**src/rtl/sp_xfer_unit.sv**
```systemverilog
module sp_xfer_unit #(
  parameter logic [15:0] START_ADDR   = 16'h03FF,
  parameter bit          XFER_EN      = 1'b1,
  parameter int unsigned DIR_FLAG_SEL = 4,
  parameter bit          SUPERVISOR   = 1'b1
) (
  input  logic        clk,
  input  logic        rst,
  input  logic        cmd,
  input  logic        push,
  input  logic        pop,
  input  logic [7:0]  flags,
  input  logic        ibit,
  input  logic [7:0]  r1_in,
  input  logic [7:0]  r0_in,
  output logic [15:0] sp_out,
  output logic        rp_wr_en,
  output logic [7:0]  r1_out,
  output logic [7:0]  r0_out,
  output logic        ibit_rst_val
);
  localparam int unsigned SEL_W = 3;
  localparam logic [SEL_W-1:0] SEL = SEL_W'(DIR_FLAG_SEL);

  logic [15:0] sp_q;
  logic [15:0] wb_q;
  logic        we_q;
  logic        cmd_ok, do_load, do_copy, do_restore;

  assign cmd_ok       = cmd && (!SUPERVISOR || ibit);
  assign ibit_rst_val = SUPERVISOR;

  generate
    if (XFER_EN) begin : g_xfer
      assign do_load    = cmd_ok &&  flags[SEL];
      assign do_copy    = cmd_ok && !flags[SEL];
      assign do_restore = 1'b0;
    end else begin : g_fixed
      assign do_load    = 1'b0;
      assign do_copy    = 1'b0;
      assign do_restore = cmd_ok;
    end
  endgenerate

  always_ff @(posedge clk) begin
    if (rst) begin
      sp_q <= START_ADDR;
      we_q <= 1'b0;
      wb_q <= '0;
    end else begin
      we_q <= do_copy;
      if (do_copy) wb_q <= sp_q;
      if (do_load)             sp_q <= {r1_in, r0_in};
      else if (do_restore)     sp_q <= START_ADDR;
      else if (cmd_ok)         sp_q <= sp_q;
      else if (push && !pop)   sp_q <= sp_q - 16'd1;
      else if (pop && !push)   sp_q <= sp_q + 16'd1;
    end
  end

  assign sp_out   = sp_q;
  assign rp_wr_en = we_q;
  assign r1_out   = wb_q[15:8];
  assign r0_out   = wb_q[7:0];

  p_rst_start_r1: assert property (@(posedge clk) disable iff (rst)
    $past(rst) |-> (sp_out == START_ADDR && !rp_wr_en));

  p_push_dec_r2: assert property (@(posedge clk) disable iff (rst)
    (!$past(rst) && $past(push && !pop && !cmd)) |-> sp_out == $past(sp_out) - 16'd1);

  p_pop_inc_r3: assert property (@(posedge clk) disable iff (rst)
    (!$past(rst) && $past(pop && !push && !cmd)) |-> sp_out == $past(sp_out) + 16'd1);

  p_both_hold_r4: assert property (@(posedge clk) disable iff (rst)
    (!$past(rst) && $past(pop && push && !cmd)) |-> $stable(sp_out));

  generate
    if (XFER_EN) begin : g_xfer_chk
      p_load_pair_r6: assert property (@(posedge clk) disable iff (rst)
        (!$past(rst) && $past(cmd && (ibit || !SUPERVISOR) && flags[SEL]))
          |-> sp_out == $past({r1_in, r0_in}));
      p_copy_out_r7: assert property (@(posedge clk) disable iff (rst)
        rp_wr_en |-> ({r1_out, r0_out} == $past(sp_out) && $stable(sp_out)));
    end else begin : g_fixed_chk
      p_restore_r5: assert property (@(posedge clk) disable iff (rst)
        (!$past(rst) && $past(cmd && (ibit || !SUPERVISOR))) |-> (sp_out == START_ADDR && !rp_wr_en));
    end
    if (SUPERVISOR) begin : g_sup_chk
      p_blocked_r9: assert property (@(posedge clk) disable iff (rst)
        (!$past(rst) && $past(cmd && !ibit && !push && !pop)) |-> ($stable(sp_out) && !rp_wr_en));
    end
  endgenerate
endmodule

```
**config.mk**
```make
export PLATFORM = sky130hd
export DESIGN_NAME = sp_xfer_unit
export DESIGN_NICKNAME = d
export VERILOG_FILES = /design/src/rtl/sp_xfer_unit.sv
export SDC_FILE = /design/constraint.sdc
export NUM_CORES = 1
export LEC_CHECK = 0
export CAP_MARGIN = 15
export CORE_ASPECT_RATIO = 0.5
export CORE_MARGIN = 2
export CORE_UTILIZATION = 33
export DETAILED_ROUTE_END_ITERATION = 12
export GPL_TIMING_DRIVEN = 1
export SYNTH_ARGS = -nofsm -noshare
export SYNTH_HDL_FRONTEND = slang
export SYNTH_SLANG_ARGS = --single-unit
```
**constraint.sdc**
```tcl
create_clock -name clk -period 5.29 [get_ports clk]
set_input_delay 0.529 -clock clk [delete_from_list [all_inputs] [get_ports clk]]
set_output_delay 0.529 -clock clk [all_outputs]
set_load 0.05 [all_outputs]
```
# Word-level counts from Yosys, hierarchy flattened
# Cells that the tools add are included.
# op_classes
add_sub_neg,2
n_mul,0
n_div,0
n_lt_le_gt_ge,0
eq_ne,1
n_shift,0
muxes,4
bitwise,0
reduce_logical,10
# ops
op,count
16-bit 2-to-1 mux,4
"16-bit by 1-bit adder with 16-bit output, second input constant",1
"16-bit by 1-bit subtractor with 16-bit output, second input constant",1
1-bit logical AND,5
1-bit zero test,3
3-bit nonzero test,1
"2-bit by 1-bit inequality test with 1-bit output, second input constant",1
2-bit AND reduction,1
# totals
reg_bits,33
latch_bits,0
ramBits,0
rom_bits,0
input_bits,30
out_inout_bits,34
word_cells,20
memories,0

# Logic depth before layout (Yosys ltp)
# logic_depth
depth_word,6
ltp_mapped,11
depth_no_buf,9

# Least setup slack after synthesis
# OpenSTA, ideal clock, no wires.
# synth_timing
path_type,input -> register
start,in pop
end,"reg sp_q[10], in the netlist sp_out[10]"
setup_time_ps,67
arrival_ps,2871
required_time_ps,5223
path_slack_ps,2352
cell_stages,11
path_buffers,2
cell_sequence,nand2b_1 buf_2 buf_2 xnor2_1 ha_1 or4_4 or4_4 nor3_2 a41oi_1 mux2_4 a21oi_2
# synth_via
elab_chain_cells,5
elab_cells_between_ends,8
classes_between,3 x mux; 5 x reduce/logical
# synth_rtl
item,line,text
start: declaration,11,"input logic pop,"
1-bit zero test,56,else if (push && !pop) sp_q <= sp_q - 16'd1;
1-bit logical AND,56,
16-bit 2-to-1 mux,56,
16-bit 2-to-1 mux,55,else if (cmd_ok) sp_q <= sp_q;
16-bit 2-to-1 mux,53,"if (do_load) sp_q <= {r1_in, r0_in};"
end signal: assignment,53,
end signal: assignment,55,
end signal: assignment,56,
end: declaration,25,logic [15:0] sp_q;
# Several ways; a longest one is shown, not always the timed one. The select of a mux whose other input is x is not followed.
# A chain may end at the register's enable or synchronous reset.

# Worst setup path after layout
# Same ends and word-level chain as after synthesis.

==> results.md <==
Clock tree:
- The number of buffers inserted during clock tree synthesis is 5.
- After clock tree synthesis, the clock-pin slew on the worst setup and hold paths is roughly 0.05 ns.
- Once the clock tree was built, the setup fixing pass inserted 0 buffers.
- The clock passes through at most 2 buffers.
- The clock tree root driver cell is sky130_fd_sc_hd__clkbuf_16.
- Counting every sink on the clock net gives 33.
- The quantity of hold-fixing buffers added after cts is 0.
- The level count of the clock H-tree is 2.
- TritonCTS built the clock tree.
- After clock tree synthesis, the repair step resized 0 gates.
- The clock latency on the worst-skew pair is around 0.28 ns.

Synth:
- The post-synth design cell area is about 2100 um2.
- After synthesis, the netlist uses between 50 and 60 different library cells.
- The commonest cells after synthesis are sky130_fd_sc_hd__nand2_1 (54), sky130_fd_sc_hd__dfxtp_1 (33), sky130_fd_sc_hd__a21oi_1 (22).
- The portion of the post-synthesis area used by sequential elements is between 30% and 40%.
- Counting every instance in the synthesized netlist gives 287.
- The synthesized design contains 0 enable-type register cells.
- For this run, the number of Yosys warnings is 0.
- Yosys instantiated no cell more often than sky130_fd_sc_hd__nand2_1.
- The most instantiated flip-flop cell in the synthesis netlist is sky130_fd_sc_hd__dfxtp_1.
- After synthesis the netlist holds a flip-flop and latch count of 33.
- For this run, asynchronously set or reset flops after synthesis account for 0%.
- The average footprint of a synthesized cell is roughly 7.3 um2.
- The number of nets handed over by synthesis was between 300 and 400.
- The share of Yosys cell area claimed by the top area cell type is 31.7%.
- Of all cell types, the one taking the most synthesized area is sky130_fd_sc_hd__dfxtp_1.
- In the post-synthesis netlist, the biggest area contributors are sky130_fd_sc_hd__dfxtp_1 (32%), sky130_fd_sc_hd__nand2_1 (9.7%), sky130_fd_sc_hd__a21oi_1 (5.3%).

GRT:
- The first-pass GRT wire length is 10.3 mm.
- The total global routing track utilization is around a fifth.
- The number of global-route vias before repair is 1,964.
- The initial antenna violation count is 0.
- The global-route congestion overflow total is 0.
- The maximum number of pins on one net before global-route repair is 38.

Timing:
- The aggregate negative setup slack is 0 ns.
- The number of pins with negative max-slew slack in the final report is 0.
- The number of hold violations in the final report was 0.
- At the pin with the least slew margin, the transition time is 0.999 ns.
- The minimum clock period is between 3 and 4 ns.
- For this run, the top clock speed supported by timing is 311 MHz.
- The final critical path takes up 60.8% of the cycle.
- The headroom to the max-slew limit is 33.4%.
- The clock tree skew after final layout is between 0.005 and 0.006 ns.
- Final hold analysis gives a worst-case slack of 0.451 ns.
- Setup repair after global routing left no endpoint under its margin.
- The count of final setup violators is 0.

Route:
- The final routed wire length divided by cell count is 15.7 um.
- The final route contains approximately 2,200 vias.
- Using the TritonRoute via totals, the vias-per-cell ratio works out to between 5 and 6.
- The detailed-route wire length is between 6 and 7 mm.
- The length of the first detailed-routing pass in iterations is 4.
- In this run, the number of DRC markers left after iteration 0 of detailed routing was ~230.
- The number of antenna-violating nets in the routed design is 0.
- The DRC violation count after routing is 0.

Die:
- The die boundary width is approximately 120 um.
- After floorplanning, the core was sized to cover just over 6000 um2.
- The placement row count is 20.
- The I/O pin count is between 60 and 70.
- For this configuration, the core starts out at a cell density of 34.3%.
- The die footprint is roughly 7000 um2.
- The die is roughly 60 um tall.

Critical path:
- STA classifies the critical path startpoint as a primary input.
- The largest individual stage delay along the critical path comes from the cell sky130_fd_sc_hd__clkdlybuf4s50_1.
- At the worst endpoint, the required time is around 5.5 ns.
- Together, buffers and inverters on the worst path number 2.
- Counting stages on the worst path, the most repeated cell is sky130_fd_sc_hd__or4_4.
- STA classifies the critical path endpoint as a flip-flop.
- Traced cell by cell, the critical path runs through clkdlybuf4s50_1, nand2b_1, buf_4, xnor2_1, ha_1, or4_4, or4_4, nor3_2, a41oi_1, mux2_4, a21oi_2.
- The top cell family by delay on the critical path is simple AND/OR/NAND/NOR gates.
- The type of the worst setup path is primary input to flip-flop.
- On the worst path, the slowest cell contributes a delay of 0.53 ns.
- The arrival time of the worst setup path is around 3.4 ns.
- Of all nets on the critical path, the largest fanout is 24.

Final layout:
- At the end of the flow the core is filled with cells to between 40% and 50%.
- The count of fill cells added during filler insertion is 621.
- Summing all non-filler instances in the final layout gives an area of 2780 um2.
- The synthesis-to-finish area growth is 33.2%.
- In the final layout, the share of cells above drive strength 1 is 4.95%.
- The antenna diode count is 0.
- The net count reported at finish is about 350.

Flow run:
- Max-cap violations in this run came to 0.

Placement:
- Detailed placement finished with a half-perimeter wire length of 4.55 mm.
- The placer's final routability congestion estimate is approximately 0.92.
- The placed instances occupy a cell area of 2640 um2.
- The total of buffers placed on input and output ports is 55.

Power:
- Summed over all cells, the static leakage comes to between 0.9 and 1 nW.
- The highest ir drop seen on vdd is approximately 0.16 mV.
- The overall power after layout is 0.000859 W.
- In this run the power density over the cells is between 300 and 400 nW/um2.

Worst hold path:
- The path category of the worst min-delay check is flip-flop to flip-flop.

Status:
- The run finished with clean final reports.
worst register-to-register path: stages, from the launching register on:
cell,delay [ns]
sky130_fd_sc_hd__dfxtp_1,0.46
sky130_fd_sc_hd__nor4b_1,0.76
sky130_fd_sc_hd__nand2_1,0.22
sky130_fd_sc_hd__a221oi_1,0.38
sky130_fd_sc_hd__mux2_1,0.38
sky130_fd_sc_hd__or2_1,0.21
sky130_fd_sc_hd__a31o_1,0.20
state kept, by name, indices dropped and copies added, names as in the netlist:
register	flops
sp_out	16
wb_q	16
rp_wr_en	1
where the power goes:
group	switching, W	leakage [nW]	internal (W)
combinational	0.000156	0.637	0.000110
clock	0.000106	0.0706	0.000173
sequential	0.0000471	0.270	0.000267
per-layer routing:
layer,GRT usage (%),vias up,part of all wire (%)
li1,-,1104,-
met1,29.7,1044,51
met2,27.4,69,42
met3,4.06,2,6.6
met4,4.59,0,0.60
met5,0,-,0
final timing paths:
kind / start / to / slack, ns / depth (start not counted)
worst max register to register: sp_out[6] / sp_out[13] / 2.57 / 6
worst min-delay path: wb_q[3] / wb_q[3] / 0.45 / 2
worst max-delay path: pop / sp_out[10] / 2.07 / 11
worst min register to register: wb_q[3] / wb_q[3] / 0.45 / 2
placed cells by master, fill, tap and decap left out, types with 2 or more instances in the layout:
cell type	n
sky130_fd_sc_hd__o22ai_1	7
sky130_fd_sc_hd__nand4_1	4
sky130_fd_sc_hd__nor4b_1	3
sky130_fd_sc_hd__a22oi_1	4
sky130_fd_sc_hd__o21ai_1	4
sky130_fd_sc_hd__nand2_1	54
sky130_fd_sc_hd__nand3b_1	5
sky130_fd_sc_hd__inv_1	3
sky130_fd_sc_hd__and3_1	3
sky130_fd_sc_hd__a21oi_1	22
sky130_fd_sc_hd__and4_1	4
sky130_fd_sc_hd__clkdlybuf4s50_1	55
sky130_fd_sc_hd__o21bai_1	3
sky130_fd_sc_hd__o2bb2ai_1	2
sky130_fd_sc_hd__clkinv_2	2
sky130_fd_sc_hd__nand3_1	9
sky130_fd_sc_hd__or4_4	2
sky130_fd_sc_hd__a31o_1	2
sky130_fd_sc_hd__nand2b_1	9
sky130_fd_sc_hd__nor2_1	19
sky130_fd_sc_hd__or3_1	5
sky130_fd_sc_hd__a31oi_1	9
sky130_fd_sc_hd__a22o_1	2
sky130_fd_sc_hd__o21a_1	3
sky130_fd_sc_hd__dfxtp_1	33
sky130_fd_sc_hd__clkbuf_16	5
sky130_fd_sc_hd__o221ai_1	2
sky130_fd_sc_hd__nor3_1	9
sky130_fd_sc_hd__mux2i_1	3
sky130_fd_sc_hd__a311o_1	2
sky130_fd_sc_hd__o21ai_0	6
sky130_fd_sc_hd__buf_4	2
area by class of cell:
class	instances	area [um2]	area share, %
clock buffer	6	129	4.64
timing repair buffer	57	566	20.4
inverter	3	11.3	0.405
tap	88	110	3.96
multi-input combinational	222	1290	46.5
clock inverter	2	10.0	0.360
sequential	33	661	23.8
metrics by stage:
stage | setup WS [ns] | instances
after global placement | 1.86 | 403
after detailed placement | 1.85 | 403
after CTS | 2.12 | 411
after floorplan | 2.35 | 287
after global routing | 1.98 | 411
final | 2.07 | 411
cell families after synthesis:
family | share of synthesized area (%)
mux | 3.24
xor+xnor | 0.420
other cells | 0.180
simple gates | 32.9
flops | 31.7
fa+ha+maj | 0.600
compound gates | 24.6
buf+inv | 6.36
Power figures use the tool's default switching activity.
